`src/rtl/rob_retire_ctrl.sv`:
```
module rob_retire_ctrl #(
  parameter int DEPTH   = 16,
  parameter int N       = 4,
  parameter int ALLOC_W = 2,
  parameter int CPORTS  = 2,
  parameter int CODE_W  = 4,
  localparam int IW = $clog2(DEPTH),
  localparam int CW = $clog2(N+1),
  localparam int AW = $clog2(ALLOC_W+1)
) (
  input  logic                   clk,
  input  logic                   rst_n,
  input  logic [AW-1:0]          alloc_count,
  input  logic [ALLOC_W-1:0]     alloc_branch,
  input  logic [ALLOC_W-1:0]     alloc_fend,
  output logic                   alloc_ready,
  output logic [IW-1:0]          alloc_tag,
  input  logic [CPORTS-1:0]      cmpl_valid,
  input  logic [CPORTS*IW-1:0]   cmpl_tag,
  input  logic [CPORTS-1:0]      cmpl_fault,
  input  logic [CPORTS*CODE_W-1:0] cmpl_code,
  input  logic                   mispredict_valid,
  input  logic [IW-1:0]          mispredict_tag,
  input  logic                   irq_req,
  output logic [N-1:0]           retire_valid,
  output logic [CW-1:0]          retire_count,
  output logic [IW-1:0]          retire_head,
  output logic                   flush_valid,
  output logic [1:0]             flush_cause,
  output logic                   trap_valid,
  output logic [CODE_W-1:0]      trap_code
);

  logic [DEPTH-1:0]  e_done, e_fault, e_br, e_fend;
  logic [CODE_W-1:0] e_code [DEPTH];
  logic [IW-1:0]     head;
  logic [IW:0]       cnt;
  logic              mid_flow, irq_q;

  logic [IW-1:0]     slot_idx [DEPTH];
  logic [DEPTH-1:0]  o_done, o_fault, o_br, o_fend;
  logic [DEPTH:0]    flow_ok;

  logic [CW-1:0]     ret;
  logic [N-1:0]      ret_br;
  logic              at_bound, fault_ev;
  logic [CODE_W-1:0] fault_code;
  logic              take_irq, take_fault, full_flush, alloc_go;
  logic [IW-1:0]     mp_off;

  for (genvar k = 0; k < DEPTH; k++) begin : g_view
    assign slot_idx[k] = head + IW'(k);
    assign o_done[k]   = ((IW+1)'(k) < cnt) && e_done[slot_idx[k]];
    assign o_fault[k]  = e_fault[slot_idx[k]];
    assign o_br[k]     = e_br[slot_idx[k]];
    assign o_fend[k]   = e_fend[slot_idx[k]];
  end

  always_comb begin
    flow_ok[DEPTH] = 1'b0;
    for (int k = DEPTH-1; k >= 0; k--)
      flow_ok[k] = o_done[k] & (o_fend[k] | flow_ok[k+1]);
  end

  always_comb begin
    logic stop, br_seen;
    ret        = '0;
    ret_br     = '0;
    at_bound   = !mid_flow;
    fault_ev   = 1'b0;
    fault_code = '0;
    stop       = 1'b0;
    br_seen    = 1'b0;
    for (int s = 0; s < N; s++) begin
      if (!stop) begin
        if (!o_done[s]) begin
          stop = 1'b1;
        end else if (o_fault[s]) begin
          stop       = 1'b1;
          fault_ev   = 1'b1;
          fault_code = e_code[slot_idx[s]];
        end else if (at_bound && !flow_ok[s]) begin
          stop = 1'b1;
        end else if (o_br[s] && br_seen) begin
          stop = 1'b1;
        end else begin
          ret       = ret + CW'(1);
          ret_br[s] = o_br[s];
          br_seen   = br_seen | o_br[s];
          at_bound  = o_fend[s];
        end
      end
    end
  end

  assign take_irq   = irq_req && at_bound && (!fault_ev || irq_q);
  assign take_fault = fault_ev && !take_irq;
  assign full_flush = take_irq || take_fault;

  assign flush_valid = full_flush || mispredict_valid;
  assign flush_cause = take_fault ? 2'd1 : take_irq ? 2'd2 : mispredict_valid ? 2'd3 : 2'd0;
  assign trap_valid  = full_flush;
  assign trap_code   = take_fault ? fault_code : '0;

  for (genvar i = 0; i < N; i++) begin : g_rv
    assign retire_valid[i] = (CW'(i) < ret);
  end
  assign retire_count = ret;
  assign retire_head  = head;

  assign alloc_ready = (int'(cnt) + ALLOC_W) <= DEPTH;
  assign alloc_tag   = head + cnt[IW-1:0];
  assign alloc_go    = (alloc_count != '0) && alloc_ready && !flush_valid;
  assign mp_off      = mispredict_tag - head;

  always_ff @(posedge clk) begin
    if (!rst_n) begin
      head     <= '0;
      cnt      <= '0;
      mid_flow <= 1'b0;
      irq_q    <= 1'b0;
      e_done   <= '0;
      e_fault  <= '0;
      e_br     <= '0;
      e_fend   <= '0;
    end else begin
      irq_q <= irq_req;
      head  <= head + IW'(ret);
      if (full_flush) begin
        cnt      <= '0;
        mid_flow <= 1'b0;
      end else begin
        mid_flow <= !at_bound;
        if (mispredict_valid)
          cnt <= {1'b0, mp_off} + (IW+1)'(1) - (IW+1)'(ret);
        else
          cnt <= cnt - (IW+1)'(ret) + (alloc_go ? (IW+1)'(alloc_count) : '0);
      end
      for (int p = 0; p < CPORTS; p++) begin
        if (cmpl_valid[p] &&
            ({1'b0, cmpl_tag[p*IW +: IW] - head} < cnt)) begin
          e_done[cmpl_tag[p*IW +: IW]]  <= 1'b1;
          e_fault[cmpl_tag[p*IW +: IW]] <= cmpl_fault[p];
          e_code[cmpl_tag[p*IW +: IW]]  <= cmpl_code[p*CODE_W +: CODE_W];
        end
      end
      for (int i = 0; i < ALLOC_W; i++) begin
        if (alloc_go && (i < int'(alloc_count))) begin
          e_done[alloc_tag + IW'(i)]  <= 1'b0;
          e_fault[alloc_tag + IW'(i)] <= 1'b0;
          e_br[alloc_tag + IW'(i)]    <= alloc_branch[i];
          e_fend[alloc_tag + IW'(i)]  <= alloc_fend[i];
        end
      end
    end
  end

endmodule


```
`config.mk`:
```
export PLATFORM = sky130hd
export DESIGN_NAME = rob_retire_ctrl
export DESIGN_NICKNAME = d
export VERILOG_FILES = /design/src/rtl/rob_retire_ctrl.sv
export SDC_FILE = /design/constraint.sdc
export NUM_CORES = 1
export LEC_CHECK = 0
export BUFFER_PORTS_ARGS = -buffer_cell sky130_fd_sc_hd__buf_2
export CAP_MARGIN = 40
export CORE_ASPECT_RATIO = 0.5
export CORE_MARGIN = 5
export CORE_UTILIZATION = 55
export CTS_CLUSTER_DIAMETER = 50
export CTS_CLUSTER_SIZE = 10
export DETAILED_ROUTE_END_ITERATION = 10
export GPL_TIMING_DRIVEN = 0
export PLACE_DENSITY = 0.81
export REMOVE_ABC_BUFFERS = 1
export SYNTH_ARGS = -nofsm -noshare
export SYNTH_HDL_FRONTEND = slang
export SYNTH_SLANG_ARGS = --single-unit
```
`constraint.sdc`:
```
create_clock -name clk -period 10.01 [get_ports clk]
set_input_delay 2.002 -clock clk [delete_from_list [all_inputs] [get_ports clk]]
set_output_delay 2.002 -clock clk [all_outputs]
set_load 0.05 [all_outputs]
```
==> results of run 1 <==
-- what timing repair did --
| action | CTS | global route |
|---|---|---|
| setup buffers | 0 | 4 |
| resized for setup | 0 | 4 |
| hold endpoints to repair | 0 | 0 |
| endpoints found under the setup margin | 0 | 5 |
-- worst max path at each step --
| stage | to | slack (ns) | cells past startpoint |
|---|---|---|---|
| detailed placement | retire_valid[2] | 0.52 | 23 |
| CTS | retire_valid[2] | 0.04 | 23 |
| global placement | retire_valid[2] | -7.94 | 22 |
| global route | retire_valid[2] | 0.14 | 25 |
| floorplan | retire_valid[2] | -6.46 | 21 |
| finish | retire_valid[2] | 0.57 | 23 |
-- metal layers --
| layer | vias up | track usage [%] |
|---|---|---|
| met3 | 209 | 11.4 |
| met1 | 5789 | 39.6 |
| met2 | 1031 | 49.1 |
| met5 | - | 0 |
| met4 | 0 | 14.5 |
| li1 | 4942 | - |
-- cells by family (layout without fill, tap and decap cells) --
logic type	count (synthesis)	in the layout	synth area share (%)
simple gates	319	319	12.0
compound gates	242	242	12.6
mux	294	294	36.9
xor+xnor	34	34	2.36
buf+inv	156	187	6.12
fa+ha+maj	55	55	5.37
flops	139	139	24.6
-- tightest hold or removal path: stages (launching register included) --
cell and delay, ns:
dfxtp_1 0.34, inv_1 0.08, a221oi_2 0.05
-- cell type report --
class | count | area share [%]
clock inverter | 12 | 1.14
timing repair buffer | 93 | 4.95
sequential | 139 | 22.7
clock buffer | 19 | 2.86
tap | 344 | 2.84
multi-input combinational | 944 | 64.0
inverter | 63 | 1.59
-- per-stage QoR --
step                      utilization [%]  TNS [ns]
final                                60.5         0
after global routing                 60.5         0
after CTS                            60.3         0
after detailed placement             57.8         0
after global placement               55.9   -532.94
after floorplan                         -   -242.54
-- cell usage in the layout, fill, tap and decap left out, drive strengths merged, types with 10 or more instances in the layout --
cell	n
o22ai	10
o21ai	31
a31oi	11
and2	10
dfxtp	75
nand4	13
mux2	73
mux4	165
a311oi	11
inv	61
a221oi	22
nand3	23
nor3	25
nor2	88
clkbuf	19
and3	28
o211ai	10
buf	93
nand2b	11
mux2i	56
nand2	69
edfxtp	64
a21oi	65
a21o	13
nor2b	19
xnor2	25
ha	46
-- power groups by stage --
stage	clock, mW	sequential, mW	combinational [mW]
CTS	0.668	0.621	0.215
detailed placement	0	0.633	0.213
global placement	0	0.633	0.200
finish	0.670	0.623	0.223
global route	0.695	0.623	0.237
floorplan	0	0.626	0.141
-- flip-flops by register name (all words and copies together) (netlist names) --
signal	flops
e_code	64
mid_flow	1
retire_head	4
e_fault	16
cnt	5
irq_q	1
e_done	16
e_fend	16
e_br	16
==> results.py, run 1 <==
metrics = {
    "critical_path": {
        "path_cells": "buf_16 -> clkinvlp_4 -> ha_2 -> buf_16 -> mux4_2 -> nor3b_1 -> o221ai_1 -> a311o_1 -> a31oi_1 -> o21ai_1 -> a31oi_2 -> nand3_1 -> ha_1 -> o21a_1 -> ha_1 -> mux2_2 -> ha_1 -> inv_1 -> nor2_1 -> xnor2_1 -> nor3_2 -> a21o_1 -> buf_2",
        "cp_data_arrival_time_ns": 7.44,
        "crit_fanout": 47,
        "r2r_start": "retire_head[1]",
        "crit_top_cell": "ha_1",
        "critPathBufInv": 5,
        "required_ns": 8.01,
        "start_kind": "register",
        "crit_family": "compound AO/OA/AOI/OAI gates",
        "reg2reg_setup_slack_ns": 1.62,
        "critPathCaptureType": "output port",
        "worstRegToRegCells": 29,
        "cp_slowest_cell": "dfxtp_4",
        "crit_type": "register to output port",
        "max_stage_delay_ns": 0.77,
        "r2r_end": "cnt[4]",
        "crit_path_start": "retire_head[1]",
    },
    "placement": {
        "dpl.cell_count": 1578,
        "post-dp-hpwl_um": 33300,
        "portBuffers": 57,
        "dpl_cell_area_sq_um": 14500,
        "globalplace.congestion": 1.00,
        "post-place-ws_ns": 0.517,
    },
    "layout": {
        "finalNetCount": 1346,
        "multi_input_area_sq_um": 9690,
        "stdcell_area_sq_um": 15200,
        "syn2layout_area_growth_pct": 9.00,
        "nFillCells": 1984,
        "diodes": 0,
        "seqCellArea_sq_um": 3430,
        "drive_above_1_share_pct": 31.9,
        "instances_no_fill": 1614,
    },
    "die": {
        "io_pins": 58,
        "die_w_um": 235,
        "die_area_sq_um": 28700,
        "chipHeight_um": 122,
        "start_util_pct": 55.5,
        "core-area_sq_um": 25000,
        "rows": 41,
    },
    "hold_path": {
        "min-delay-start": "e_br[15]",
        "hold_depth": 2,
        "hp-class": "register to register",
        "min_to": "e_br[15]",
    },
    "global_route": {
        "grt_max_degree": 59,
        "antenna_found_initial": 0,
        "grt.total_usage_pct": 31.4,
        "grt_first_pass_wirelength_um": 69300,
        "grt_pass1_vias": 11500,
        "gr-total-overflow": 0,
    },
    "status": {
        "status": "complete, no violations",
    },
    "power_and_ir_drop": {
        "intPower_mw": 1.10,
        "p_total_mw": 1.52,
        "p_seq_share_pct": 41.1,
        "p_sw_share_pct": 27.2,
        "netSwitchingPower_uw": 413,
        "p_comb_share_pct": 14.7,
        "peakVddDrop_uv": 128,
        "p_leak_nw": 5.20,
        "p_per_area_nw_per_um2": 100,
        "clock_power_share_pct": 44.2,
    },
    "timing": {
        "maxSlewHeadroom_pct": 33.0,
        "fin_crit_ns": 9.44,
        "postLayoutSetupSlackWorst_ns": 0.568,
        "holdWs_ns": 0.522,
        "fmax_mhz": 106,
        "period_share_pct": 94.3,
        "setup_viol": 0,
        "rsz0062_at_grt": "false",
        "final_max_slew_viol_count": 0,
        "finalHoldViolCount": 0,
        "finalClockSkew_ns": 0.0142,
        "worst_pin_slew_ns": 1.01,
    },
    "routing": {
        "wl_met2_um": 20200,
        "via_count": 12000,
        "wl_per_cell_um": 28.3,
        "wl_um": 45800,
        "vias_per_cell": 7.42,
        "routed-wl-met3_um": 6880,
        "drc_errors": 0,
        "ant_nets": 0,
        "met1_length_um": 16200,
        "drt_iter0_drc": 1845,
        "firstDrtPassIters": 6,
        "top_layer": "met4",
    },
    "clock_tree": {
        "cts-buffers-inserted": 17,
        "cts_tree": "done",
        "insertion_delay_ns": 0.44,
        "cts_sinks": 139,
        "hold_buffers": 0,
        "htreeDepth": 4,
        "cts_root_buf": "clkbuf_16",
        "clockBufferDepth": 2,
        "clkTransAtPathRegs_ns": 0.06,
    },
    "yosys": {
        "synth_commonest_cells": "mux4_2, nor2_1, dfxtp_1",
        "yosys.area.top_type": "mux4_2",
        "synth_top_area_share_pct": 25.1,
        "synth_edf_count": 64,
        "synth.yosys.warnings": 0,
        "synth_most_common_cell": "mux4_2",
        "yosysUniqueCellTypes": 94,
        "synth_ff_type": "dfxtp_1",
        "syn_area_sq_um": 13900,
        "async_flop_share_pct": 0,
        "synth_seq_cells": 139,
        "avgSynthCellArea_sq_um": 11.2,
        "ys_seq_area_share_pct": 24.6,
        "synth_cells": 1239,
        "synthTopCellsByArea": "mux4_2, edfxtp_1, dfxtp_1",
    },
    "run": {
        "maxCapViolations": 0,
    },
}
Power figures use the tool's default switching activity.
==> run 2, diff against run 1 <==
==> config.mk (replaced) <==
export PLATFORM = sky130hd
export DESIGN_NAME = rob_retire_ctrl
export DESIGN_NICKNAME = d
export VERILOG_FILES = /design/src/rtl/rob_retire_ctrl.sv
export SDC_FILE = /design/constraint.sdc
export NUM_CORES = 1
export LEC_CHECK = 0
export CAP_MARGIN = 40
export CORE_ASPECT_RATIO = 0.5
export CORE_MARGIN = 5
export CORE_UTILIZATION = 40
export CTS_CLUSTER_DIAMETER = 50
export CTS_CLUSTER_SIZE = 10
export DETAILED_ROUTE_END_ITERATION = 10
export DONT_BUFFER_PORTS = 1
export GPL_TIMING_DRIVEN = 0
export PLACE_DENSITY = 0.63
export SYNTH_ARGS = -nofsm -noshare
export SYNTH_HDL_FRONTEND = slang
export SYNTH_SLANG_ARGS = --single-unit
==> run 2 against run 1 <==
  * Total power is 2.1% higher
  * Largest cell class unchanged
  * Clock power grew 4.8%
  * Highest routed layer is now met5
  * Sequential power barely moved
==> results.py, run 2 (same netlist as run 1, synthesis figures left out) <==
metrics = {
    "status": {
        "status": "complete, no violations",
    },
    "global_route": {
        "grt.total_usage_pct": 26.2,
        "antenna_found_initial": 2,
        "grt_max_degree": 38,
        "grt_first_pass_wirelength_um": 76400,
        "grt_pass1_vias": 11900,
        "gr-total-overflow": 0,
    },
    "die": {
        "io_pins": 58,
        "die_w_um": 274,
        "core-area_sq_um": 34400,
        "rows": 48,
        "die_area_sq_um": 38800,
        "start_util_pct": 40.5,
        "chipHeight_um": 142,
    },
    "hold_path": {
        "hp-class": "register to register",
        "min_to": "e_br[1]",
        "min-delay-start": "e_br[1]",
        "hold_depth": 2,
    },
    "routing": {
        "via_count": 12100,
        "wl_um": 51200,
        "drt_iter0_drc": 1477,
        "ant_nets": 0,
        "firstDrtPassIters": 5,
        "vias_per_cell": 6.81,
        "drc_errors": 0,
        "wl_per_cell_um": 28.8,
    },
    "critical_path": {
        "r2r_end": "cnt[4]",
        "start_kind": "register",
        "r2r_start": "retire_head[1]",
        "worstRegToRegCells": 31,
        "crit_top_cell": "ha_1",
        "crit_path_start": "retire_head[1]",
        "critPathCaptureType": "output port",
        "cp_data_arrival_time_ns": 7.62,
        "critPathBufInv": 11,
        "crit_family": "buffers and inverters",
        "crit_type": "register to output port",
        "max_stage_delay_ns": 0.49,
        "reg2reg_setup_slack_ns": 1.36,
        "required_ns": 8.01,
        "cp_slowest_cell": "dfxtp_1",
        "crit_fanout": 46,
    },
    "placement": {
        "post-place-ws_ns": -1.71,
        "post-dp-hpwl_um": 39700,
        "portBuffers": 0,
        "globalplace.congestion": 1.01,
        "dpl.cell_count": 1743,
        "dpl_cell_area_sq_um": 14800,
    },
    "layout": {
        "stdcell_area_sq_um": 15500,
        "instances_no_fill": 1775,
        "layout_common_cells": "mux4_2, nor2_1, dfxtp_1",
        "finalNetCount": 1376,
        "largest_register_ffs": 64,
        "syn2layout_area_growth_pct": 11.2,
        "diodes": 0,
        "nFillCells": 3179,
        "drive_above_1_share_pct": 29.5,
        "final_util_pct": 45.0,
        "final_common_cell": "mux4_2",
    },
    "power_and_ir_drop": {
        "p_leak_nw": 5.19,
        "p_per_area_nw_per_um2": 100,
        "netSwitchingPower_uw": 418,
        "p_sw_share_pct": 27.0,
        "intPower_mw": 1.13,
        "peakVddDrop_uv": 85.4,
        "p_seq_share_pct": 40.4,
        "p_comb_share_pct": 14.2,
        "p_total_mw": 1.55,
        "clock_power_share_pct": 45.4,
    },
    "timing": {
        "holdWs_ns": 0.521,
        "worst_pin_slew_ns": 0.979,
        "fin_crit_ns": 9.62,
        "final_max_slew_viol_count": 0,
        "maxSlewHeadroom_pct": 34.7,
        "period_share_pct": 96.1,
        "fmax_mhz": 104,
        "tns_ns": 0,
        "postLayoutSetupSlackWorst_ns": 0.389,
        "finalClockSkew_ns": 0.0136,
        "setup_viol": 0,
        "finalHoldViolCount": 0,
        "rsz0062_at_grt": "false",
    },
    "clock_tree": {
        "cts-buffers-inserted": 17,
        "clkTransAtPathRegs_ns": 0.06,
        "insertion_delay_ns": 0.45,
        "hold_buffers": 0,
        "clockBufferDepth": 2,
        "cts_tree": "done",
        "cts_sinks": 139,
        "htreeDepth": 4,
        "cts_root_buf": "clkbuf_16",
    },
    "yosys": {
        "synth_nets": 1327,
    },
    "run": {
        "maxCapViolations": 0,
    },
}
## run 2: changes by cell type in the layout (fill, tap and decap cells not counted), moves of 3 or more
cell	change
buf_2	-46
clkbuf_1	+36
buf_4	+18
buf_6	+13
buf_1	+7
buf_16	-5
buf_8	+5
dfxtp_1	+3
## run 2: how the worst max path moves through the flow
stage | cells after the start | endpoint
6_report | 30 | retire_valid[2]
5_1_grt | 27 | retire_valid[0]
4_1_cts | 30 | retire_valid[2]
3_5_place_dp | 30 | retire_valid[0]
3_3_place_gp | 30 | retire_valid[2]
2_1_floorplan | 28 | retire_valid[2]
## run 2: routing by layer
metal  GRT usage, %  wire [um]  part of all wire (%)  vias to the layer above
li1               -          -                     -                     5022
met5              0         13                 0.025                        -
met1           33.7      19300                    38                     5983
met4           12.1       2580                   5.0                        2
met2           39.9      22500                    44                      907
met3           9.36       6760                    13                      171
## run 2: worst reg2reg max path, delay by kind of cell, from the launching register on
kind,cells,cell delay [ns]
adders and majority gates,6,2.39
AOI/OAI and AO/OA,10,2.32
buffers and inverters,9,1.96
muxes,3,1.02
DFF,1,0.49
and+or+nand+nor,2,0.22
xor gates and xnor gates,1,0.14
## run 2: cell type report
type	instances	area, sq um	share of cell area [%]
clock buffers	20	437	2.83
well taps	475	594	3.85
flip-flops and latches	139	3420	22.2
plain buffers	89	592	3.83
multi-input cells	944	9670	62.6
repair buffers	34	303	1.96
inverters	63	240	1.55
clock inverters	11	194	1.25
## run 2: power by group through the flow
stage	clock (mW)	combinational (mW)	sequential, mW
floorplan	0	0.156	0.626
global placement	0	0.206	0.635
detailed placement	0	0.213	0.635
CTS	0.710	0.215	0.623
global route	0.732	0.236	0.625
finish	0.702	0.220	0.625
## run 2: what timing repair did
item                       4_1_cts  5_1_grt
pin swaps                        0        1
gates resized for setup          7        6
buffers inserted                 3        1
setup endpoints to repair       20        4
==> run 3, diff against run 2 <==
--- a/config.mk
+++ b/config.mk
@@ -9,6 +9,7 @@
 export CORE_ASPECT_RATIO = 0.5
 export CORE_MARGIN = 5
 export CORE_UTILIZATION = 40
+export CTS_BUF_LIST = sky130_fd_sc_hd__clkbuf_8
 export CTS_CLUSTER_DIAMETER = 50
 export CTS_CLUSTER_SIZE = 10
 export DETAILED_ROUTE_END_ITERATION = 10
==> run 3 against run 2 <==
  * Highest routed layer is now met4
  * Non-clock buffer count is the same
  * First-iteration DRC count shrank 1.2%
  * Worst hold slack gained 0.0050 ns
  * Clock-buffer cell count shrank 3
  * Global-route usage shrank 0.10 points
  * Setup slack gained 0.021 ns
  * Combinational power is essentially flat
  * Total power shrank 11%
==> results.py, run 3 (same netlist as run 1, synthesis figures left out) <==
metrics = {
    "power_and_ir_drop": {
        "peakVddDrop_uv": 63.0,
        "p_per_area_nw_per_um2": 90.4,
        "clock_power_share_pct": 38.9,
        "p_leak_nw": 5.12,
        "p_seq_share_pct": 45.2,
        "p_comb_share_pct": 15.9,
        "intPower_uw": 979,
        "p_sw_share_pct": 29.1,
        "netSwitchingPower_uw": 401,
    },
    "timing": {
        "period_share_pct": 95.9,
        "maxSlewHeadroom_pct": 34.4,
        "setup_viol": 0,
        "finalClockSkew_ns": 0.0177,
        "postLayoutSetupSlackWorst_ns": 0.411,
        "finalHoldViolCount": 0,
        "fin_crit_ns": 9.60,
        "final_max_slew_viol_count": 0,
        "rsz0062_at_grt": "false",
        "worst_pin_slew_ns": 0.985,
        "fmax_mhz": 104,
    },
    "placement": {
        "portBuffers": 0,
        "globalplace.congestion": 1.01,
        "post-dp-hpwl_um": 39700,
        "post-place-ws_ns": -1.71,
    },
    "critical_path": {
        "worstRegToRegCells": 30,
        "cp_slowest_cell": "dfxtp_2",
        "crit_top_cell": "ha_1",
        "crit_family": "buffers and inverters",
        "crit_fanout": 46,
        "critPathCaptureType": "output port",
        "crit_type": "register to output port",
        "start_kind": "register",
        "critPathBufInv": 11,
        "max_stage_delay_ns": 0.42,
        "cp.depth": 29,
        "cp_data_arrival_time_ns": 7.60,
        "required_ns": 8.01,
    },
    "layout": {
        "final_common_cell": "mux4_2",
        "layout_common_cells": "mux4_2, nor2_1, dfxtp_1",
        "finalNetCount": 1376,
        "largest_register_ffs": 64,
        "drive_above_1_share_pct": 29.6,
        "final_util_pct": 44.5,
        "syn2layout_area_growth_pct": 9.87,
        "diodes": 0,
    },
    "global_route": {
        "grt_max_degree": 38,
        "use_met1_pct": 33.9,
        "gr-max-usage-layer": "met2",
        "gr-total-overflow": 0,
        "antenna_found_initial": 1,
        "grt.total_usage_pct": 26.1,
        "grt_pass1_vias": 11800,
        "grt_first_pass_wirelength_um": 76100,
        "grt_use_met2_pct": 39.6,
        "grt_util_met3_pct": 8.80,
    },
    "die": {
        "io_pins": 58,
        "die_area_sq_um": 38800,
        "die_w_um": 274,
        "core-area_sq_um": 34400,
        "rows": 48,
        "start_util_pct": 40.5,
        "chipHeight_um": 142,
    },
    "routing": {
        "wl_um": 51000,
        "drt_iter0_drc": 1460,
        "drc_errors": 0,
        "via_count": 12000,
        "firstDrtPassIters": 6,
        "ant_nets": 0,
        "wl_per_cell_um": 28.7,
        "vias_per_cell": 6.76,
    },
    "clock_tree": {
        "cts_sinks": 139,
        "insertion_delay_ns": 0.51,
        "htreeDepth": 4,
        "cts-buffers-inserted": 17,
        "clockBufferDepth": 2,
        "cts_tree": "done",
        "clkTransAtPathRegs_ns": 0.09,
        "cts_root_buf": "clkbuf_8",
    },
    "run": {
        "maxCapViolations": 0,
    },
    "hold_path": {
        "hold_depth": 2,
        "hp-class": "register to register",
    },
    "status": {
        "status": "complete, no violations",
    },
    "yosys": {
        "synth_nets": 1327,
    },
}
## run 3: changes by cell type in the layout (fill, tap and decap cells not counted), sizes merged
cell    change
clkbuf      -3
inv         +3
## run 3: tightest hold or removal path, stage by stage, from the launching register on
cell,delay (ns)
dfxtp_1,0.35
inv_1,0.08
a221oi_2,0.05
## run 3: through the flow
stage | area, sq um | instances | TNS, ns | hold WS [ns] | power, mW
after floorplan | 13900 | 1239 | -0.0344 | 0.467 | 0.782
after global placement | 14500 | 1714 | -32.83 | 0.502 | 0.840
after detailed placement | 14800 | 1743 | -19.40 | 0.510 | 0.848
after CTS | 15300 | 1774 | 0 | 0.520 | 1.38
after global routing | 15300 | 1775 | 0 | 0.554 | 1.42
final | 15300 | 1775 | 0 | 0.526 | 1.38
## run 3: timing repair
action                     4_1_cts  5_1_grt
resized for setup                8        7
setup endpoints to repair       20        4
buffers inserted                 3        1
pin swaps                        0        2
hold buffers                     0        0
## run 3: power groups by stage
stage	clock (mW)	combinational, mW	sequential (mW)
global placement	0	0.206	0.635
CTS	0.540	0.214	0.622
detailed placement	0	0.213	0.635
global route	0.561	0.235	0.624
floorplan	0	0.156	0.626
finish	0.537	0.220	0.623
## run 3: final timing paths
kind / from / to / slack [ns]
hold reg to reg: e_br[1] / e_br[1] / 0.53
setup / recovery: retire_head[1] / retire_valid[2] / 0.41
setup reg to reg: retire_head[1] / cnt[4] / 1.45
hold / removal: e_br[1] / e_br[1] / 0.53
## run 3: layout make-up
cell class,count,area (sq um)
fill,3210,19100
multi-input combinational,944,9670
sequential,139,3430
buffer,89,599
tap,475,594
timing repair buffer,34,303
inverter,63,240
clock buffer,17,234
clock inverter,14,205
## run 3: layer usage
metal	vias up	part of all wire, %	wire [um]
met2	889	44	22400
met5	-	0	0
li1	5009	-	-
met3	167	14	7030
met1	5928	37	19000
met4	0	4.9	2510
